### src/rtl/lowmem_pkg.sv
package lowmem_pkg;
  localparam int CFG_W = 8;
  typedef logic [CFG_W-1:0] cfg_byte_t;

  localparam int        ATTR_OFS  = 32'h59;
  localparam int        SMRAM_OFS = 32'h72;
  localparam cfg_byte_t SMRAM_RST = 8'h02;

  localparam int OPEN_BIT = 6;
  localparam int GEN_BIT  = 3;
  localparam int RD_BIT   = 0;
  localparam int WR_BIT   = 1;
endpackage

### src/rtl/lowmem_cfg_regs.sv
module lowmem_cfg_regs
  import lowmem_pkg::*;
#(
  parameter int NUM_BYTES = 7
) (
  input  logic                            clk_i,
  input  logic                            rst_ni,
  input  logic                            cfg_we_i,
  input  cfg_byte_t                       cfg_addr_i,
  input  cfg_byte_t                       cfg_wdata_i,
  output cfg_byte_t                       cfg_rdata_o,
  output logic [NUM_BYTES-1:0][CFG_W-1:0] attr_o,
  output cfg_byte_t                       smram_o
);
  logic [NUM_BYTES-1:0][CFG_W-1:0] attr_q;
  cfg_byte_t                       smram_q;
  logic                            in_range;

  for (genvar b = 0; b < NUM_BYTES; b++) begin : g_attr
    always_ff @(posedge clk_i or negedge rst_ni) begin
      if (!rst_ni)                                       attr_q[b] <= '0;
      else if (cfg_we_i && 32'(cfg_addr_i) == ATTR_OFS + b) attr_q[b] <= cfg_wdata_i;
    end
  end

  always_ff @(posedge clk_i or negedge rst_ni) begin
    if (!rst_ni)                                          smram_q <= SMRAM_RST;
    else if (cfg_we_i && 32'(cfg_addr_i) == SMRAM_OFS)    smram_q <= cfg_wdata_i;
  end

  always_comb begin
    cfg_rdata_o = '0;
    for (int b = 0; b < NUM_BYTES; b++)
      if (32'(cfg_addr_i) == ATTR_OFS + b) cfg_rdata_o = attr_q[b];
    if (32'(cfg_addr_i) == SMRAM_OFS) cfg_rdata_o = smram_q;
  end

  assign attr_o  = attr_q;
  assign smram_o = smram_q;

  assign in_range = (32'(cfg_addr_i) == SMRAM_OFS) ||
                    (32'(cfg_addr_i) >= ATTR_OFS && 32'(cfg_addr_i) < ATTR_OFS + NUM_BYTES);

  a_r2_smram_store: assert property (@(posedge clk_i) disable iff (!rst_ni)
    (cfg_we_i && 32'(cfg_addr_i) == SMRAM_OFS) |=> (smram_o == $past(cfg_wdata_i)));

  a_r2_foreign_ignored: assert property (@(posedge clk_i) disable iff (!rst_ni)
    (cfg_we_i && !in_range) |=> ($stable(smram_o) && $stable(attr_o)));
endmodule

### src/rtl/lowmem_shadow_decode.sv
module lowmem_shadow_decode
  import lowmem_pkg::*;
#(
  parameter int          ADDR_W     = 20,
  parameter int          NUM_EXP    = 12,
  parameter int          NUM_BYTES  = 7,
  parameter int unsigned BIOS_BASE  = 32'hF0000,
  parameter int          BIOS_SHIFT = 16,
  parameter int unsigned EXP_BASE   = 32'hC0000,
  parameter int          EXP_SHIFT  = 14
) (
  input  logic [ADDR_W-1:0]               addr_i,
  input  logic                            write_i,
  input  logic [NUM_BYTES-1:0][CFG_W-1:0] attr_i,
  output logic                            hit_o,
  output logic                            dram_o
);
  localparam int NUM_REG = NUM_EXP + 1;

  logic [NUM_REG-1:0] hit, perm;
  logic               unused_attr_bits;

  for (genvar r = 0; r < NUM_REG; r++) begin : g_reg
    localparam int          SH     = (r == 0) ? BIOS_SHIFT : EXP_SHIFT;
    localparam int unsigned BASE   = (r == 0) ? BIOS_BASE
                                              : EXP_BASE + ((r - 1) << EXP_SHIFT);
    localparam int          BYTE_I = (r + 1) / 2;
    logic [1:0] nib;
    // even regions (including the boot ROM one) sit in the upper nibble
    if (r % 2 == 0) begin : g_hi
      assign nib = attr_i[BYTE_I][5:4];
    end else begin : g_lo
      assign nib = attr_i[BYTE_I][1:0];
    end
    assign hit[r]  = (32'(addr_i) >> SH) == (BASE >> SH);
    assign perm[r] = write_i ? nib[WR_BIT] : nib[RD_BIT];
  end

  assign hit_o            = |hit;
  assign dram_o           = |(hit & perm);
  assign unused_attr_bits = ^attr_i;
endmodule

### src/rtl/lowmem_smram_window.sv
module lowmem_smram_window #(
  parameter int          ADDR_W    = 20,
  parameter int unsigned WIN_BASE  = 32'hA0000,
  parameter int          WIN_SHIFT = 17
) (
  input  logic [ADDR_W-1:0] addr_i,
  input  logic              smm_i,
  input  logic              open_i,
  input  logic              gen_i,
  output logic              hit_o,
  output logic              dram_o
);
  assign hit_o  = (32'(addr_i) >> WIN_SHIFT) == (WIN_BASE >> WIN_SHIFT);
  assign dram_o = open_i || (smm_i && gen_i);
endmodule

### src/rtl/lowmem_steer.sv
module lowmem_steer
  import lowmem_pkg::*;
#(
  parameter int          ADDR_W     = 20,
  parameter int          NUM_EXP    = 12,
  parameter int unsigned BIOS_BASE  = 32'hF0000,
  parameter int          BIOS_SHIFT = 16,
  parameter int unsigned EXP_BASE   = 32'hC0000,
  parameter int          EXP_SHIFT  = 14,
  parameter int unsigned WIN_BASE   = 32'hA0000,
  parameter int          WIN_SHIFT  = 17
) (
  input  logic              clk_i,
  input  logic              rst_ni,
  input  logic              cfg_we_i,
  input  logic [7:0]        cfg_addr_i,
  input  logic [7:0]        cfg_wdata_i,
  output logic [7:0]        cfg_rdata_o,
  input  logic              acc_valid_i,
  input  logic [ADDR_W-1:0] acc_addr_i,
  input  logic              acc_write_i,
  input  logic              acc_smm_i,
  output logic              acc_en_o,
  output logic              tgt_dram_o
);
  localparam int          NUM_REG   = NUM_EXP + 1;
  localparam int          NUM_BYTES = (NUM_REG + 2) / 2;
  localparam int unsigned WIN_END   = WIN_BASE + (32'd1 << WIN_SHIFT);

  logic [NUM_BYTES-1:0][CFG_W-1:0] attr;
  cfg_byte_t                       smram;
  logic                            sh_hit, sh_dram, win_hit, win_dram;
  logic                            dram_d, en_q, dram_q;
  logic                            unused_smram_bits;

  lowmem_cfg_regs #(.NUM_BYTES(NUM_BYTES)) u_cfg (
    .clk_i, .rst_ni, .cfg_we_i, .cfg_addr_i, .cfg_wdata_i, .cfg_rdata_o,
    .attr_o (attr),
    .smram_o(smram)
  );

  lowmem_shadow_decode #(
    .ADDR_W(ADDR_W), .NUM_EXP(NUM_EXP), .NUM_BYTES(NUM_BYTES),
    .BIOS_BASE(BIOS_BASE), .BIOS_SHIFT(BIOS_SHIFT),
    .EXP_BASE(EXP_BASE), .EXP_SHIFT(EXP_SHIFT)
  ) u_shadow (
    .addr_i (acc_addr_i),
    .write_i(acc_write_i),
    .attr_i (attr),
    .hit_o  (sh_hit),
    .dram_o (sh_dram)
  );

  lowmem_smram_window #(
    .ADDR_W(ADDR_W), .WIN_BASE(WIN_BASE), .WIN_SHIFT(WIN_SHIFT)
  ) u_win (
    .addr_i(acc_addr_i),
    .smm_i (acc_smm_i),
    .open_i(smram[OPEN_BIT]),
    .gen_i (smram[GEN_BIT]),
    .hit_o (win_hit),
    .dram_o(win_dram)
  );

  always_comb begin
    if (win_hit)     dram_d = win_dram;
    else if (sh_hit) dram_d = sh_dram;
    else             dram_d = 1'b1;
  end

  always_ff @(posedge clk_i or negedge rst_ni) begin
    if (!rst_ni) begin
      en_q   <= 1'b0;
      dram_q <= 1'b0;
    end else begin
      en_q   <= acc_valid_i;
      dram_q <= acc_valid_i && dram_d;
    end
  end

  assign acc_en_o          = en_q;
  assign tgt_dram_o        = dram_q;
  assign unused_smram_bits = ^smram;

  a_r6_closed_to_pci: assert property (@(posedge clk_i) disable iff (!rst_ni)
    (acc_valid_i && !acc_smm_i && !smram[OPEN_BIT] &&
     32'(acc_addr_i) >= WIN_BASE && 32'(acc_addr_i) < WIN_END) |=> !tgt_dram_o);

  a_r7_smm_to_dram: assert property (@(posedge clk_i) disable iff (!rst_ni)
    (acc_valid_i && acc_smm_i && smram[GEN_BIT] &&
     32'(acc_addr_i) >= WIN_BASE && 32'(acc_addr_i) < WIN_END) |=> tgt_dram_o);

  a_r8_low_to_dram: assert property (@(posedge clk_i) disable iff (!rst_ni)
    (acc_valid_i && 32'(acc_addr_i) < WIN_BASE) |=> (acc_en_o && tgt_dram_o));

  a_r9_idle_quiet: assert property (@(posedge clk_i) disable iff (!rst_ni)
    !acc_valid_i |=> (!acc_en_o && !tgt_dram_o));

  a_r9_result_next: assert property (@(posedge clk_i) disable iff (!rst_ni)
    acc_valid_i |=> acc_en_o);
endmodule

### config.mk
export PLATFORM = sky130hd
export DESIGN_NAME = lowmem_steer
export DESIGN_NICKNAME = d
export VERILOG_FILES = /design/src/rtl/lowmem_pkg.sv /design/src/rtl/lowmem_cfg_regs.sv /design/src/rtl/lowmem_shadow_decode.sv /design/src/rtl/lowmem_smram_window.sv /design/src/rtl/lowmem_steer.sv
export SDC_FILE = /design/constraint.sdc
export NUM_CORES = 1
export LEC_CHECK = 0
export BUFFER_PORTS_ARGS = -buffer_cell sky130_fd_sc_hd__buf_2
export CORE_ASPECT_RATIO = 1.5
export CORE_UTILIZATION = 45
export DETAILED_ROUTE_END_ITERATION = 7
export GPL_ROUTABILITY_DRIVEN = 0
export PLACE_DENSITY = 0.75
export SETUP_SLACK_MARGIN = 0.4
export SYNTH_ARGS = -nofsm -noshare
export SYNTH_HDL_FRONTEND = slang
export SYNTH_SLANG_ARGS = --single-unit
export TNS_END_PERCENT = 10
### constraint.sdc
create_clock -name clk_i -period 4.45 [get_ports clk_i]
set_clock_uncertainty 0.05 [all_clocks]
set_input_delay 0.89 -clock clk_i [delete_from_list [all_inputs] [get_ports clk_i]]
set_output_delay 0.89 -clock clk_i [all_outputs]
set_load 0.05 [all_outputs]
==> impl_metrics.ini <==
[status]
outcome = finished, violations left
violations = design-rule violations

[timing]
finalHoldViolCount = 0
tightest_slew_ns = 1.071
rsz0062_at_grt = false
slew-limit-headroom_pct = 28.60
setup_viol = 0
fmax_mhz = 272.2
tns_ns = 0
finalCritPeriodShare_pct = 82.55
finalCriticalPeriod_ns = 3.674
slew_violations = 0

[floorplan]
core_um2 = 7612
die_area_um2 = 8178
die_h_um = 110.3
placementRows = 39
initial_core_util_pct = 46.19
die_w_um = 74.17
pin_count = 52

[global_routing]
grt_overflow = 0
grt_pass1_vias = 2487
grt_pass1_wl_mm = 13.11
track_usage_pct = 22.51
grt_max_degree = 47
grt_antenna_before_repair = 0

[cells_and_area]
layout_commonest_cell = mux2_2
syn_to_final_growth_pct = 14.88
n_antenna_cell = 0
final_nets = 348
mostFrequentLayoutCells = mux2_2, dfrtp_1, buf_2
drive_gt1_share_pct = 45.02
n_fill_cell = 672
fin_cells = 413

[drt]
vias_per_cell = 5.886
avgRoutedWirePerCell_um = 19.92
ant_nets = 0
drc_errors = 4
vias = 2431
detail_route.first_pass.iterations = 7
drt_iter0_drc = 143
routed_wl_mm = 8.229

[run]
drv_cap = 0

[clocking]
numCtsBuffers = 9
cts_tree = yes
cts_hold_buf = 0
ctsResizeCount = 0
postCtsSetupBuffers = 0
clkLatencyLatePin_ns = 0.33
htree_levels = 3
root_buffer = clkbuf_16
cts.clk_slew.worst_paths_ns = 0.05
clock_path_buffers = 2
clock_sinks = 66

[worst_setup_path]
path_class = input port to output port
crit_required_ns = 3.51
startpoint_type = input port
worstPathMaxFanout = 7
arrival_ns = 2.73
end_kind = output port

[synthesis]
ys_ff_latch = 66
postSynthAreaPerCell_um2 = 13.07
ys.flop_type = dfrtp_1
netlist_area_um2 = 3516
yosysWarnings = 0
synthArstFlopShare_pct = 100.0
synth-edff-count = 0
synth_nets = 311
yosysSeqAreaShare_pct = 47.01
ys_types = 46
syn_inst = 269

[placed_design]
io_buffers = 37
place_inst = 397
post-dp-hpwl_mm = 5.828

[power]
powerDensity_nw_per_um2 = 350.6
swShare_pct = 23.49
leakagePower_nw = 1.929
p_switching_uw = 332.6
p_comb_share_pct = 9.7
p_clk_share_pct = 44.5
intPower_mw = 1.083
vdd_drop_max_mv = 0.2346
seqPwrFrac_pct = 45.8

[hold_path]
hp-class = flip-flop to flip-flop
==> registers in the layout (all words and copies together) (netlist names) <==
name           cells
u_cfg.attr_o      56
u_cfg.smram_o      8
acc_en_o           1
tgt_dram_o         1
==> cell families (layout without fill, tap and decap cells) <==
logic type | Yosys count | count (layout) | share of synthesized area (%)
muxes | 88 | 88 | 30.39
DFF | 66 | 66 | 47.01
AOI/OAI and AO/OA | 49 | 49 | 10.36
and+or+nand+nor | 47 | 47 | 9.501
buffers and inverters | 19 | 61 | 2.740
==> layer usage <==
| layer | wire length (um) | vias to the layer above | global-route usage [%] |
|---|---|---|---|
| li1 | - | 1111 | - |
| met1 | 3394 | 1228 | 27.86 |
| met2 | 4246 | 73 | 36.17 |
| met3 | 302 | 19 | 4.000 |
| met4 | 286 | 0 | 13.74 |
| met5 | 0 | - | 0 |
==> layout make-up <==
cell class	count	area [um2]	area share, %
Sequential cell	66	1653	40.92
Tap cell	102	127.6	3.160
Inverter	4	15.01	0.3717
Clock buffer	16	261.5	6.475
Timing Repair Buffer	41	215.2	5.328
Multi-Input combinational cell	184	1767	43.74
==> worst max-delay path, cell delays in order <==
cell and delay, ns:
buf_2 0.13, nand4b_2 0.36, or3_1 0.59, o22ai_1 0.23, a2bb2oi_1 0.23, buf_2 0.30
==> cell usage after synthesis, types with 5 or more instances <==
| cell | count | area [um2] |
|---|---|---|
| dfrtp_1 | 65 | 1627 |
| a21oi_1 | 6 | 30.03 |
| a22oi_1 | 8 | 60.06 |
| mux2_2 | 75 | 844.6 |
| mux4_1 | 5 | 131.4 |
| clkbuf_1 | 6 | 22.52 |
| o32ai_1 | 5 | 43.79 |
| o21ai_0 | 5 | 25.02 |
| nand2b_1 | 5 | 31.28 |
| o22ai_1 | 7 | 43.79 |
| mux2i_1 | 7 | 70.07 |
| nor2_1 | 8 | 30.03 |
| nand2_1 | 10 | 37.54 |
| buf_2 | 5 | 25.02 |
==> power by group through the flow <==
stage / clock, mW / combinational, mW / sequential [mW]
2_1_floorplan: 0 / 0.0833 / 0.656
5_1_grt: 0.672 / 0.151 / 0.651
3_3_place_gp: 0 / 0.134 / 0.656
6_report: 0.630 / 0.138 / 0.648
3_5_place_dp: 0 / 0.138 / 0.658
4_1_cts: 0.643 / 0.138 / 0.648
==> final timing paths <==
path	from	endpoint	slack (ns)	cells past startpoint
min in group asynchronous	rst_ni	u_cfg.attr_o[6]	0.70	1
min	u_cfg.attr_o[0]	u_cfg.attr_o[0]	0.45	1
min reg2reg	u_cfg.attr_o[0]	u_cfg.attr_o[0]	0.45	1
max in group asynchronous	rst_ni	u_cfg.smram_o[1]	2.71	2
max	cfg_addr_i[5]	cfg_rdata_o[6]	0.78	6
max reg2reg	u_cfg.attr_o[17]	tgt_dram_o	2.71	4
==> metrics by stage <==
stage               power [mW]  util, %  cell area (um2)  hold slack (ns)  setup WS [ns]
finish                   1.416    53.06             4039           0.4512         0.7764
global route             1.474    53.06             4039           0.4637         0.7052
CTS                      1.429    53.06             4039           0.4533         0.8019
detailed placement      0.7954    49.62             3777           0.4425         0.8075
global placement        0.7896    49.62             3777           0.4346         0.8144
floorplan               0.7396        -             3516           0.4227         0.7346
Note: power is estimated with default switching activity, not from simulation.
